[config.mk]
export PLATFORM = sky130hd
export DESIGN_NAME = readout_sequencer
export DESIGN_NICKNAME = d
export VERILOG_FILES = /design/src/rtl/rdseq_pkg.sv /design/src/rtl/seq_cfg_port.sv /design/src/rtl/seq_pattern_ring.sv /design/src/rtl/seq_row_timer.sv /design/src/rtl/readout_sequencer.sv
export SDC_FILE = /design/constraint.sdc
export NUM_CORES = 1
export LEC_CHECK = 0
export ABC_AREA = 1
export BUFFER_PORTS_ARGS = -buffer_cell sky130_fd_sc_hd__buf_2
export CAP_MARGIN = 20
export CORE_ASPECT_RATIO = 0.7
export CORE_MARGIN = 10
export CORE_UTILIZATION = 55
export CTS_BUF_LIST = sky130_fd_sc_hd__clkbuf_2 sky130_fd_sc_hd__clkbuf_4 sky130_fd_sc_hd__clkbuf_8
export DETAILED_ROUTE_END_ITERATION = 16
export PLACE_DENSITY = 0.75
export SETUP_SLACK_MARGIN = 0.3
export SYNTH_ARGS = -nofsm -noshare
export SYNTH_HDL_FRONTEND = slang
export SYNTH_SLANG_ARGS = --single-unit
[constraint.sdc]
create_clock -name clk -period 1.7 [get_ports clk]
set_input_delay 0.085 -clock clk [delete_from_list [all_inputs] [get_ports clk]]
set_output_delay 0.085 -clock clk [all_outputs]
set_load 0.01 [all_outputs]
[src/rtl/rdseq_pkg.sv]
package rdseq_pkg;

    localparam int NUM_PAT = 4;

    typedef enum logic [1:0] {
        PAT_WR        = 2'd0,
        PAT_RD_FIRST  = 2'd1,
        PAT_RD_SECOND = 2'd2,
        PAT_VALID     = 2'd3
    } pat_id_e;

    typedef struct packed {
        logic wr;
        logic rd_first;
        logic rd_second;
        logic valid;
    } pat_tap_t;

    localparam logic [1:0] CELL_NONE = 2'b00;
    localparam logic [1:0] CELL_A    = 2'b01;
    localparam logic [1:0] CELL_B    = 2'b10;

    function automatic int gcd_i(input int a, input int b);
        int x;
        int y;
        int t;
        x = a;
        y = b;
        while (y != 0) begin
            t = x % y;
            x = y;
            y = t;
        end
        return x;
    endfunction

    function automatic int lcm_i(input int a, input int b);
        return (a / gcd_i(a, b)) * b;
    endfunction

    // Default window for pattern id at phase ph of a slot of len cycles
    function automatic logic default_bit(input int id, input int ph, input int len);
        case (id)
            0:       return (ph >= 1) && (ph < (len * 2) / 5);
            1:       return (ph >= len / 10) && (ph < len / 2);
            2:       return (ph > len / 2) && (ph < len - 1);
            default: return ((ph >= (len * 3) / 10) && (ph < len / 2)) ||
                            ((ph >= (len * 4) / 5) && (ph < len - 1));
        endcase
    endfunction

    function automatic logic [1:0] cell_of(input logic parity);
        return parity ? CELL_B : CELL_A;
    endfunction

endpackage

[src/rtl/seq_cfg_port.sv]
module seq_cfg_port #(
    parameter int IMG_W = 120
) (
    input  logic             clk,
    input  logic             rst,
    input  logic             cfg_sclk,
    input  logic             cfg_sdata,
    input  logic             cfg_load,
    input  logic             frame_wrap,
    output logic [IMG_W-1:0] image,
    output logic             image_take
);
    logic [1:0]       sclk_s;
    logic [1:0]       data_s;
    logic [1:0]       load_s;
    logic             sclk_d;
    logic             load_d;
    logic             pending;
    logic [IMG_W-1:0] shreg;
    logic             shift_edge;
    logic             load_edge;

    assign shift_edge = sclk_s[1] && !sclk_d;
    assign load_edge  = load_s[1] && !load_d;

    always_ff @(posedge clk) begin
        if (rst) begin
            sclk_s  <= '0;
            data_s  <= '0;
            load_s  <= '0;
            sclk_d  <= 1'b0;
            load_d  <= 1'b0;
            pending <= 1'b0;
            shreg   <= '0;
        end else begin
            sclk_s <= {sclk_s[0], cfg_sclk};
            data_s <= {data_s[0], cfg_sdata};
            load_s <= {load_s[0], cfg_load};
            sclk_d <= sclk_s[1];
            load_d <= load_s[1];
            if (shift_edge)
                shreg <= {shreg[IMG_W-2:0], data_s[1]};
            if (frame_wrap)
                pending <= 1'b0;
            if (load_edge)
                pending <= 1'b1;
        end
    end

    assign image      = shreg;
    assign image_take = frame_wrap && pending;


    shift_only_on_edge_chk: assert property (@(posedge clk) disable iff (rst)
        !shift_edge |=> $stable(shreg));

endmodule

[src/rtl/seq_pattern_ring.sv]
module seq_pattern_ring #(
    parameter int LEN = 30,
    parameter int ID  = 0
) (
    input  logic           clk,
    input  logic           rst,
    input  logic           load_en,
    input  logic [LEN-1:0] load_val,
    output logic           tap
);
    function automatic logic [LEN-1:0] build_default();
        logic [LEN-1:0] v;
        for (int p = 0; p < LEN; p++)
            v[p] = rdseq_pkg::default_bit(ID, p, LEN);
        return v;
    endfunction

    localparam logic [LEN-1:0] RING_INIT = build_default();

    logic [LEN-1:0] ring;

    always_ff @(posedge clk) begin
        if (rst)
            ring <= RING_INIT;
        else if (load_en)
            ring <= load_val;
        else
            ring <= {ring[0], ring[LEN-1:1]};
    end

    assign tap = ring[0];

endmodule

[src/rtl/seq_row_timer.sv]
module seq_row_timer #(
    parameter int ROWS  = 64,
    parameter int DIV_A = 10,
    parameter int DIV_B = 6
) (
    input  logic            clk,
    input  logic            rst,
    output logic [ROWS-1:0] samp_row,
    output logic [ROWS-1:0] read_row,
    output logic            samp_par,
    output logic            read_par,
    output logic            read_act,
    output logic            frame_wrap
);
    localparam int CA_W = (DIV_A > 1) ? $clog2(DIV_A) : 1;
    localparam int CB_W = (DIV_B > 1) ? $clog2(DIV_B) : 1;

    logic [CA_W-1:0] ca;
    logic [CB_W-1:0] cb;
    logic            tick_a;
    logic            tick_b;
    logic            slot_end;

    assign tick_a     = (ca == CA_W'(DIV_A - 1));
    assign tick_b     = (cb == CB_W'(DIV_B - 1));
    assign slot_end   = tick_a && tick_b;
    assign frame_wrap = slot_end && samp_row[ROWS-1];
    assign read_act   = |read_row;

    always_ff @(posedge clk) begin
        if (rst) begin
            ca       <= '0;
            cb       <= '0;
            samp_row <= ROWS'(1);
            read_row <= '0;
            samp_par <= 1'b0;
            read_par <= 1'b0;
        end else begin
            ca <= tick_a ? '0 : ca + 1'b1;
            cb <= tick_b ? '0 : cb + 1'b1;
            if (slot_end) begin
                samp_row <= {samp_row[ROWS-2:0], samp_row[ROWS-1]};
                read_row <= samp_row;
                read_par <= samp_par;
                if (samp_row[ROWS-1])
                    samp_par <= ~samp_par;
            end
        end
    end


    one_row_sampled_chk: assert property (@(posedge clk) disable iff (rst)
        $onehot(samp_row));

endmodule

[src/rtl/readout_sequencer.sv]
module readout_sequencer #(
    parameter int NUM_ROWS = 64,
    parameter int DIV_A    = 10,
    parameter int DIV_B    = 6
) (
    input  logic                clk,
    input  logic                rst,
    input  logic                cfg_sclk,
    input  logic                cfg_sdata,
    input  logic                cfg_load,
    output logic [NUM_ROWS-1:0] row_sample_sel,
    output logic [NUM_ROWS-1:0] row_read_sel,
    output logic [1:0]          sample_sel,
    output logic [1:0]          read_sel,
    output logic                frame_parity,
    output logic                data_valid
);
    import rdseq_pkg::*;

    localparam int ROW_CYC   = lcm_i(DIV_A, DIV_B);
    localparam int FRAME_CYC = NUM_ROWS * ROW_CYC;
    localparam int IMG_W     = NUM_PAT * ROW_CYC;
    localparam int FL_W      = $clog2(FRAME_CYC + 1);

    logic [NUM_ROWS-1:0] samp_row;
    logic [NUM_ROWS-1:0] read_row;
    logic                samp_par;
    logic                read_par;
    logic                read_act;
    logic                frame_wrap;
    logic [IMG_W-1:0]    image;
    logic                image_take;
    logic [NUM_PAT-1:0]  taps;
    pat_tap_t            tp;
    logic [1:0]          ssel_c;
    logic [1:0]          rsel_c;

    seq_row_timer #(.ROWS(NUM_ROWS), .DIV_A(DIV_A), .DIV_B(DIV_B)) u_timer (
        .clk        (clk),
        .rst        (rst),
        .samp_row   (samp_row),
        .read_row   (read_row),
        .samp_par   (samp_par),
        .read_par   (read_par),
        .read_act   (read_act),
        .frame_wrap (frame_wrap)
    );

    seq_cfg_port #(.IMG_W(IMG_W)) u_cfg (
        .clk        (clk),
        .rst        (rst),
        .cfg_sclk   (cfg_sclk),
        .cfg_sdata  (cfg_sdata),
        .cfg_load   (cfg_load),
        .frame_wrap (frame_wrap),
        .image      (image),
        .image_take (image_take)
    );

    for (genvar g = 0; g < NUM_PAT; g++) begin : g_ring
        seq_pattern_ring #(.LEN(ROW_CYC), .ID(g)) u_ring (
            .clk      (clk),
            .rst      (rst),
            .load_en  (image_take),
            .load_val (image[g*ROW_CYC +: ROW_CYC]),
            .tap      (taps[g])
        );
    end

    assign tp.wr        = taps[PAT_WR];
    assign tp.rd_first  = taps[PAT_RD_FIRST];
    assign tp.rd_second = taps[PAT_RD_SECOND];
    assign tp.valid     = taps[PAT_VALID];

    always_comb begin
        ssel_c = tp.wr ? cell_of(samp_par) : CELL_NONE;
        if (!read_act)
            rsel_c = CELL_NONE;
        else if (tp.rd_first)
            rsel_c = cell_of(read_par);
        else if (tp.rd_second)
            rsel_c = cell_of(!read_par);
        else
            rsel_c = CELL_NONE;
    end

    always_ff @(posedge clk) begin
        if (rst) begin
            row_sample_sel <= '0;
            row_read_sel   <= '0;
            sample_sel     <= CELL_NONE;
            read_sel       <= CELL_NONE;
            frame_parity   <= 1'b0;
            data_valid     <= 1'b0;
        end else begin
            row_sample_sel <= samp_row;
            row_read_sel   <= read_row;
            sample_sel     <= ssel_c;
            read_sel       <= rsel_c;
            frame_parity   <= samp_par;
            data_valid     <= tp.valid && read_act;
        end
    end

    // Checker state: cycles between observed parity changes
    logic [FL_W-1:0] fl_cnt;
    logic            fl_seen;
    logic            par_q;

    always_ff @(posedge clk) begin
        if (rst) begin
            fl_cnt  <= '0;
            fl_seen <= 1'b0;
            par_q   <= 1'b0;
        end else begin
            par_q <= frame_parity;
            if (frame_parity != par_q) begin
                fl_cnt  <= '0;
                fl_seen <= 1'b1;
            end else if (fl_cnt != '1) begin
                fl_cnt <= fl_cnt + 1'b1;
            end
        end
    end


    frame_length_chk: assert property (@(posedge clk) disable iff (rst)
        (fl_seen && (frame_parity != par_q)) |-> (fl_cnt == FL_W'(FRAME_CYC - 1)));


    parity_at_row0_chk: assert property (@(posedge clk) disable iff (rst)
        !$stable(frame_parity) |-> (row_sample_sel[0] && $past(row_sample_sel[NUM_ROWS-1])));


    write_cell_parity_chk: assert property (@(posedge clk) disable iff (rst)
        (sample_sel != CELL_NONE) |-> (sample_sel == (frame_parity ? CELL_B : CELL_A)));


    one_cell_read_chk: assert property (@(posedge clk) disable iff (rst)
        $onehot0(read_sel));


    read_trails_sample_chk: assert property (@(posedge clk) disable iff (rst)
        (row_read_sel != '0) |->
        ({row_read_sel[NUM_ROWS-2:0], row_read_sel[NUM_ROWS-1]} == row_sample_sel));


    valid_needs_row_chk: assert property (@(posedge clk) disable iff (rst)
        data_valid |-> (row_read_sel != '0));

endmodule

==> results of run 1 <==
## sequential cells by signal, indices dropped and copies added (netlist names), 2 cells and up
register            count
g_ring.u_ring.ring    120
read_sel                2
row_read_sel            2
row_sample_sel         63
sample_sel              2
u_cfg.data_s            2
u_cfg.image           120
u_cfg.load_s            2
u_cfg.sclk_s            2
u_timer.ca              4
u_timer.cb              3
u_timer.read_row       64
## metrics by stage
step / power [mW] / std cells / setup WS, ns / hold WS (ns) / util, %
6_report: 18.0 / 2131 / 0.0599 / 0.245 / 69.7
5_1_grt: 18.6 / 2131 / 0.0174 / 0.272 / 69.7
4_1_cts: 18.0 / 2120 / 0.145 / 0.221 / 66.1
3_5_place_dp: 10.3 / 1988 / 0.0943 / 0.290 / 57.3
3_3_place_gp: 10.3 / 1988 / 0.156 / 0.289 / 57.3
2_1_floorplan: 10.2 / 1676 / 0.294 / 0.192 / -
## worst min-delay path, delay by kind of cell
family | cells | cell delay [ns]
AND/OR/NAND/NOR | 1 | 0.06
buffers and inverters | 3 | 0.63
## power by group through the flow
stage	sequential, mW	combinational, mW	clock, mW
finish	9.62	0.633	7.76
global route	9.64	0.714	8.27
CTS	9.58	0.582	7.83
detailed placement	9.78	0.539	0
global placement	9.77	0.521	0
floorplan	9.75	0.408	0
## final cells by class
| class | count | area (um^2) |
|---|---|---|
| Clock inverter | 9 | 97.6 |
| Sequential cell | 394 | 7900 |
| Tap cell | 325 | 407 |
| Multi-Input combinational cell | 1027 | 5170 |
| Fill cell | 1781 | 7430 |
| Inverter | 84 | 355 |
| Timing Repair inverter | 2 | 46.3 |
| Clock buffer | 87 | 1080 |
| Timing Repair Buffer | 203 | 2010 |
## repair_timing
action	4_1_cts	5_1_grt
resized for setup	83	206
buffers inserted	10	1
endpoints found under the hold margin	51	0
cloned	21	10
hold buffers	5	0
endpoints found under the setup margin	182	196
pin swaps	9	47
## cells in the final DEF (no fill, tap or decap), drive strengths merged
cell type,count
dfxtp,394
ha,4
inv,83
nand3,51
nand2,270
nor3,2
nor2,369
clkinvlp,1
o21ai,186
o22ai,1
clkinv,9
a21boi,1
dlygate4sd3,4
xnor2,2
a21oi,139
buf,190
bufinv,2
bufbuf,1
clkbuf,95
o211ai,2
## routing by layer
| layer | part of all wire (%) | routed length [um] |
|---|---|---|
| met2 | 48 | 16500 |
| met1 | 44 | 15200 |
| met3 | 6.6 | 2270 |
| met5 | 0 | 0 |
| met4 | 1.8 | 623 |
## worst max path at each step
stage                                        start  slack (ns)  cells after the start                              endpoint
after floorplan           u_timer.ca[1]$_SDFF_PP0_        0.29                      9   g_ring[1].u_ring.ring[3]$_SDFF_PP1_
final                     u_timer.ca[1]$_SDFF_PP0_        0.06                     10  g_ring[2].u_ring.ring[25]$_SDFF_PP1_
after global routing      u_timer.ca[3]$_SDFF_PP0_        0.02                     10   g_ring[3].u_ring.ring[9]$_SDFF_PP1_
after global placement    u_timer.ca[1]$_SDFF_PP0_        0.16                      8   g_ring[3].u_ring.ring[5]$_SDFF_PP0_
after detailed placement  u_timer.ca[1]$_SDFF_PP0_        0.09                      9  g_ring[1].u_ring.ring[22]$_SDFF_PP0_
after CTS                 u_timer.cb[1]$_SDFF_PP0_        0.15                     10  g_ring[2].u_ring.ring[21]$_SDFF_PP1_
## logic make-up (layout without fill, tap and decap cells)
family / count (synthesis) / count (layout) / synth area share, %
simple gates: 692 / 692 / 19.8
flops: 394 / 394 / 58.1
compound gates: 329 / 329 / 12.2
buf+inv: 255 / 385 / 9.46
fa+ha+maj: 4 / 4 / 0.368
xor+xnor: 2 / 2 / 0.129
==> results_dict.tcl, run 1 <==
set metrics [dict create \
    status "completed" \
    finalSetupViolations 0 \
    power_frac_comb_pct 3.5 \
    ys_ff_latch 394 \
    hold_viol 0 \
    drt_iter0_markers 905 \
    fmax_mhz 610 \
    whs_endpoint "u_cfg.data_s[0]$_SDFF_PP0_" \
    hold_depth 4 \
    hp-start "cfg_sdata" \
    worst_pin_slew_ns 0.932 \
    gp_congestion 0.784 \
    relSlewSlack_pct 37.9 \
    first_pass_iters 5 \
    wl_mm 34.5 \
    met2_usage_pct 31.0 \
    cts_made_buffers 54 \
    worstReg2RegStart "u_timer.ca[1]$_SDFF_PP0_" \
    mappedNetlistNets 1685 \
    cts_root_buf "clkbuf_8" \
    drcViolationCount 0 \
    met3_usage_pct 3.99 \
    viasPerCell 5.23 \
    clock_sinks 394 \
    ys_types 22 \
    ir_drop_uv 738 \
    synthArstFlopShare_pct 0 \
    grt_pass1_wl_mm 51.4 \
    grt.overflow.total 0 \
    drv_slew 0 \
    period_needed_ns 1.64 \
    worst-path-max-fanout 7 \
    start_util_pct 55.4 \
    crit_slowest_cell "dfxtp_2" \
    path_cells "inv_2 > ha_4 > nand2_4 > nor2_8 > nand3_4 > buf_12 > buf_12 > clkbuf_16 > nand2_4 > nand3_2" \
    grt_pass1_vias 10100 \
    track_usage_pct 19.3 \
    post-route-period-util_pct 96.5 \
    maxCapViolCount 0 \
    ys_top_cells_by_area "dfxtp_1 (58%), nor2_1 (10%), nand2_1 (7.4%), o21ai_0 (6.9%), a21oi_1 (5.1%)" \
    area_delta_synth_final_pct 25.7 \
    grt.busiest_layer "met2" \
    met1_usage_pct 25.9 \
    grt_max_degree 151 \
    vias 11100 \
    cp-start-kind "flop" \
    die_w_um 208 \
    synthCells 1676 \
    end_kind "flop" \
    io_buffers 138 \
    h-tree-depth 2 \
    synth_ff_type "dfxtp_1" \
    fin_setup_tns_ns 0 \
    critPathArrivalTime_ns 2.10 \
    rows 48 \
    slowest_delay_ns 0.33 \
    syn_area_um2 13600 \
    finalInstanceArea_um2 17100 \
    synth_most_common_cell "dfxtp_1" \
    worstSkewPairLatency_ns 0.60 \
    synth_area_leader_cell "dfxtp_1" \
    antenna_found_initial 0 \
    p_leak_nw 8.08 \
    place_area_um2 14100 \
    synth_edf_count 0 \
    fin_nets 1775 \
    power.switching_mw 4.02 \
    critPathRequiredTime_ns 2.16 \
    coreArea_um2 24500 \
    tritoncts "yes" \
    r2r_end "g_ring[2].u_ring.ring[25]$_SDFF_PP1_" \
    postSynthAreaPerCell_um2 8.10 \
    hp-class "in -> reg" \
    swShare_pct 22.3 \
    criticalPathCategory "reg -> reg" \
    rr_worst_depth 10 \
    fp.dieArea_um2 31500 \
    cp_top_family "buffers and inverters" \
    ys_seq_area_share_pct 58.1 \
    power_frac_clock_pct 43.1 \
    cts_buffer_depth 3 \
    skew_ns 0.0337 \
    die_height_um 151 \
    post_drt_wl_per_cell_um 16.2 \
    yosysWarnings 0 \
    seqPwrFrac_pct 53.4 \
    synth.top_cell.area_share_pct 58.1 \
    ioPinCount 139 \
    antenna_left 0 \
    r2r_slack_ns 0.06 \
    critPathBufInv 4 \
    synthTopCellsByCount "dfxtp_1 (394), nor2_1 (368), nand2_1 (269)" \
    rsz0062_at_grt "true" \
    place_hpwl_mm 15.6 \
    num_antenna_cells 0 \
    drive_gt1_share_pct 25.2 \
    clkTransAtPathRegs_ns 0.07 \
    pwr_density_cell_nw_per_um2 1060 \
    internal_power_mw 14.0 \
]
(Power assumes the default switching activity.)
==> inputs of run 2 (changes only) <==
--- a/config.mk
+++ b/config.mk
@@ -5,15 +5,15 @@
 export SDC_FILE = /design/constraint.sdc
 export NUM_CORES = 1
 export LEC_CHECK = 0
-export ABC_AREA = 1
+export ABC_AREA = 0
 export BUFFER_PORTS_ARGS = -buffer_cell sky130_fd_sc_hd__buf_2
 export CAP_MARGIN = 20
 export CORE_ASPECT_RATIO = 0.7
 export CORE_MARGIN = 10
-export CORE_UTILIZATION = 55
+export CORE_UTILIZATION = 52
 export CTS_BUF_LIST = sky130_fd_sc_hd__clkbuf_2 sky130_fd_sc_hd__clkbuf_4 sky130_fd_sc_hd__clkbuf_8
 export DETAILED_ROUTE_END_ITERATION = 16
-export PLACE_DENSITY = 0.75
+export PLACE_DENSITY = 0.72
 export SETUP_SLACK_MARGIN = 0.3
 export SYNTH_ARGS = -nofsm -noshare
 export SYNTH_HDL_FRONTEND = slang
==> run 2 against run 1 <==
  * Largest cell class unchanged
  * Wire length shrank 14%
  * Critical endpoint is now data_valid$_SDFF_PP0_
  * Worst hold slack lost 0.011 ns
  * Clock power shrank 2%
==> results_dict.tcl, run 2 <==
set metrics [dict create \
    status "completed" \
    slowest_delay_ns 0.40 \
    area_delta_synth_final_pct 22.0 \
    fin_util_pct 64.7 \
    ys_types 26 \
    gp_congestion 0.781 \
    worstSkewPairLatency_ns 0.59 \
    cts_buffer_depth 3 \
    critical_path_depth 5 \
    ir_drop_uv 622 \
    criticalPathCategory "reg -> reg" \
    grt.overflow.total 0 \
    fmax_mhz 599 \
    cts_root_buf "clkbuf_8" \
    drcViolationCount 0 \
    place_hpwl_mm 17.7 \
    wl_mm 29.8 \
    grt_pass1_vias 9768 \
    worst-path-max-fanout 4 \
    worst_path_most_repeated_cell "nor4_1" \
    tritoncts "yes" \
    fin_ws_ns 0.0299 \
    synthCells 1627 \
    ys_seq_area_share_pct 57.6 \
    dpl_worst_slack_ns -0.00576 \
    ioPinCount 139 \
    post-route-period-util_pct 98.2 \
    die_w_um 214 \
    synthArstFlopShare_pct 0 \
    crit_slowest_cell "nor4_1" \
    wl_met2_mm 14.1 \
    hold_depth 3 \
    h-tree-depth 2 \
    cts_made_buffers 56 \
    ys_ff_latch 394 \
    die_height_um 156 \
    worst_pin_slew_ns 0.482 \
    synth.top_cell.area_share_pct 57.6 \
    synth_ff_type "dfxtp_1" \
    top_layer_used "met4" \
    skew_ns 0.0191 \
    fp.dieArea_um2 33300 \
    io_buffers 138 \
    vias 10600 \
    r2r_end "data_valid$_SDFF_PP0_" \
    coreArea_um2 25800 \
    cp-start-kind "flop" \
    num_antenna_cells 0 \
    drt_iter0_markers 721 \
    relSlewSlack_pct 67.8 \
    yosysWarnings 0 \
    drv_slew 0 \
    track_usage_pct 16.3 \
    syn_area_um2 13700 \
    clkTransAtPathRegs_ns 0.06 \
    start_util_pct 53.0 \
    ys_top_cells_by_area "dfxtp_1 (58%), nand2_1 (14%), a21oi_1 (9.5%), nor3_1 (3.6%), buf_4 (3.6%)" \
    critPathRequiredTime_ns 2.17 \
    wl_met3_mm 1.54 \
    rr_worst_depth 5 \
    mappedNetlistNets 1636 \
    critPathArrivalTime_ns 2.14 \
    post_drt_wl_per_cell_um 14.1 \
    p_leak_nw 6.39 \
    postSynthAreaPerCell_um2 8.41 \
    r2r_slack_ns 0.03 \
    antenna_left 0 \
    finalSetupViolations 0 \
    path_cells "nor4_1 > nand4_1 > nor4_1 > buf_4 > nor3b_2" \
    final_cell_mix "nand2_1 (500), dfxtp_1 (391), a21oi_1 (248), buf_2 (137), nor2b_1 (76)" \
    antenna_found_initial 0 \
    grt_pass1_wl_mm 47.2 \
    synthTopCellsByCount "nand2_1 (517), dfxtp_1 (394), a21oi_1 (261)" \
    synth_most_common_cell "nand2_1" \
    cp_top_family "simple AND/OR/NAND/NOR gates" \
    end_kind "flop" \
    drive_gt1_share_pct 24.5 \
    hold_slack_ns 0.233 \
    hold_viol 0 \
    pwr_density_cell_nw_per_um2 1040 \
    final_common_cell "nand2_1" \
    maxCapViolCount 0 \
    worstReg2RegStart "u_timer.read_row[28]$_SDFFE_PP0P_" \
    hp-start "cfg_sdata" \
    synth_area_leader_cell "dfxtp_1" \
    rsz0062_at_grt "true" \
    first_pass_iters 4 \
    whs_endpoint "u_cfg.data_s[0]$_SDFF_PP0_" \
    fin_nets 1726 \
    viasPerCell 4.99 \
    critPathBufInv 1 \
    fillers 2121 \
    synth_edf_count 0 \
    hp-class "in -> reg" \
    clock_sinks 394 \
    period_needed_ns 1.67 \
    rows 49 \
    grt_max_degree 94 \
    wl_met1_mm 13.6 \
]
==> run 2: changes by cell type in the layout (fill, tap and decap cells not counted), sizes merged, moves of 81 or more <==
cell / before / now
a21oi: 139 / 261
inv: 83 / 2
nand2: 270 / 517
nor2: 369 / 55
nor3: 2 / 98
o21ai: 186 / 0
==> run 2: final cells by class <==
cell class              count  area [um^2]  share of cell area, %
clock buffers              95         1160                   6.97
multi-input cells        1052         5380                   32.2
well taps                 357          447                   2.67
flip-flops and latches    394         7890                   47.3
inverters                   2         7.51                 0.0449
clock inverters             4         20.0                  0.120
repair buffers            211         1800                   10.8
==> run 2: tightest hold or removal path: cells and delay by family <==
kind	cells	cell delay (ns)
buffers and inverters	2	0.60
AND/OR/NAND/NOR	1	0.10
==> run 2: kinds of logic (layout without fill, tap and decap cells) <==
family,count (synthesis),in the layout,share of synthesized area [%]
compound gates,261,261,9.54
xor+xnor,2,2,0.128
fa+ha+maj,4,4,0.366
buf+inv,181,312,7.59
flops,394,394,57.6
mux,5,5,0.375
simple gates,780,780,24.4
==> run 2: repair_timing <==
item                       in CTS  in global routing
buffers inserted                5                  2
pin swaps                       2                 10
gates resized for setup        14                 68
cloned                          0                 11
hold buffers                    4                  0
setup endpoints to repair     229                306
hold endpoints to repair       39                  0
==> run 2: how the worst max path moves through the flow <==
stage                                 startpoint                                   end  slack [ns]
2_1_floorplan           u_timer.ca[1]$_SDFF_PP0_  g_ring[1].u_ring.ring[29]$_SDFF_PP0_        0.22
3_3_place_gp    u_timer.read_row[6]$_SDFFE_PP0P_                read_sel[1]$_SDFF_PP0_        0.04
3_5_place_dp            u_timer.cb[0]$_SDFF_PP0_  g_ring[0].u_ring.ring[25]$_SDFF_PP0_      -0.006
4_1_cts                 u_timer.ca[1]$_SDFF_PP0_  g_ring[3].u_ring.ring[11]$_SDFF_PP1_        0.08
5_1_grt        u_timer.read_row[28]$_SDFFE_PP0P_                 data_valid$_SDFF_PP0_       -0.05
6_report       u_timer.read_row[28]$_SDFFE_PP0P_                 data_valid$_SDFF_PP0_        0.03
==> run 2: where the power goes <==
group | internal (mW) | leakage, nW | switching (mW)
Clock | 4.27 | 0.639 | 3.36
Sequential | 9.31 | 3.19 | 0.0376
Combinational | 0.155 | 2.57 | 0.307
==> run 2: layer usage <==
layer  track usage (%)  vias to the layer above
met3              3.49                       45
met1              21.3                     4912
li1                  -                     5385
met4              4.78                        0
met2              26.7                      211
met5                 0                        -
==> run 2: metrics by stage <==
| step | area, um^2 | cells | setup TNS (ns) | power [mW] |
|---|---|---|---|---|
| floorplan | 14100 | 1627 | 0 | 9.83 |
| global placement | 14800 | 1994 | 0 | 9.98 |
| detailed placement | 14800 | 1994 | -0.00576 | 9.98 |
| CTS | 16100 | 2102 | 0 | 17.6 |
| global route | 16700 | 2115 | -0.326 | 18.1 |
| finish | 16700 | 2115 | 0 | 17.4 |
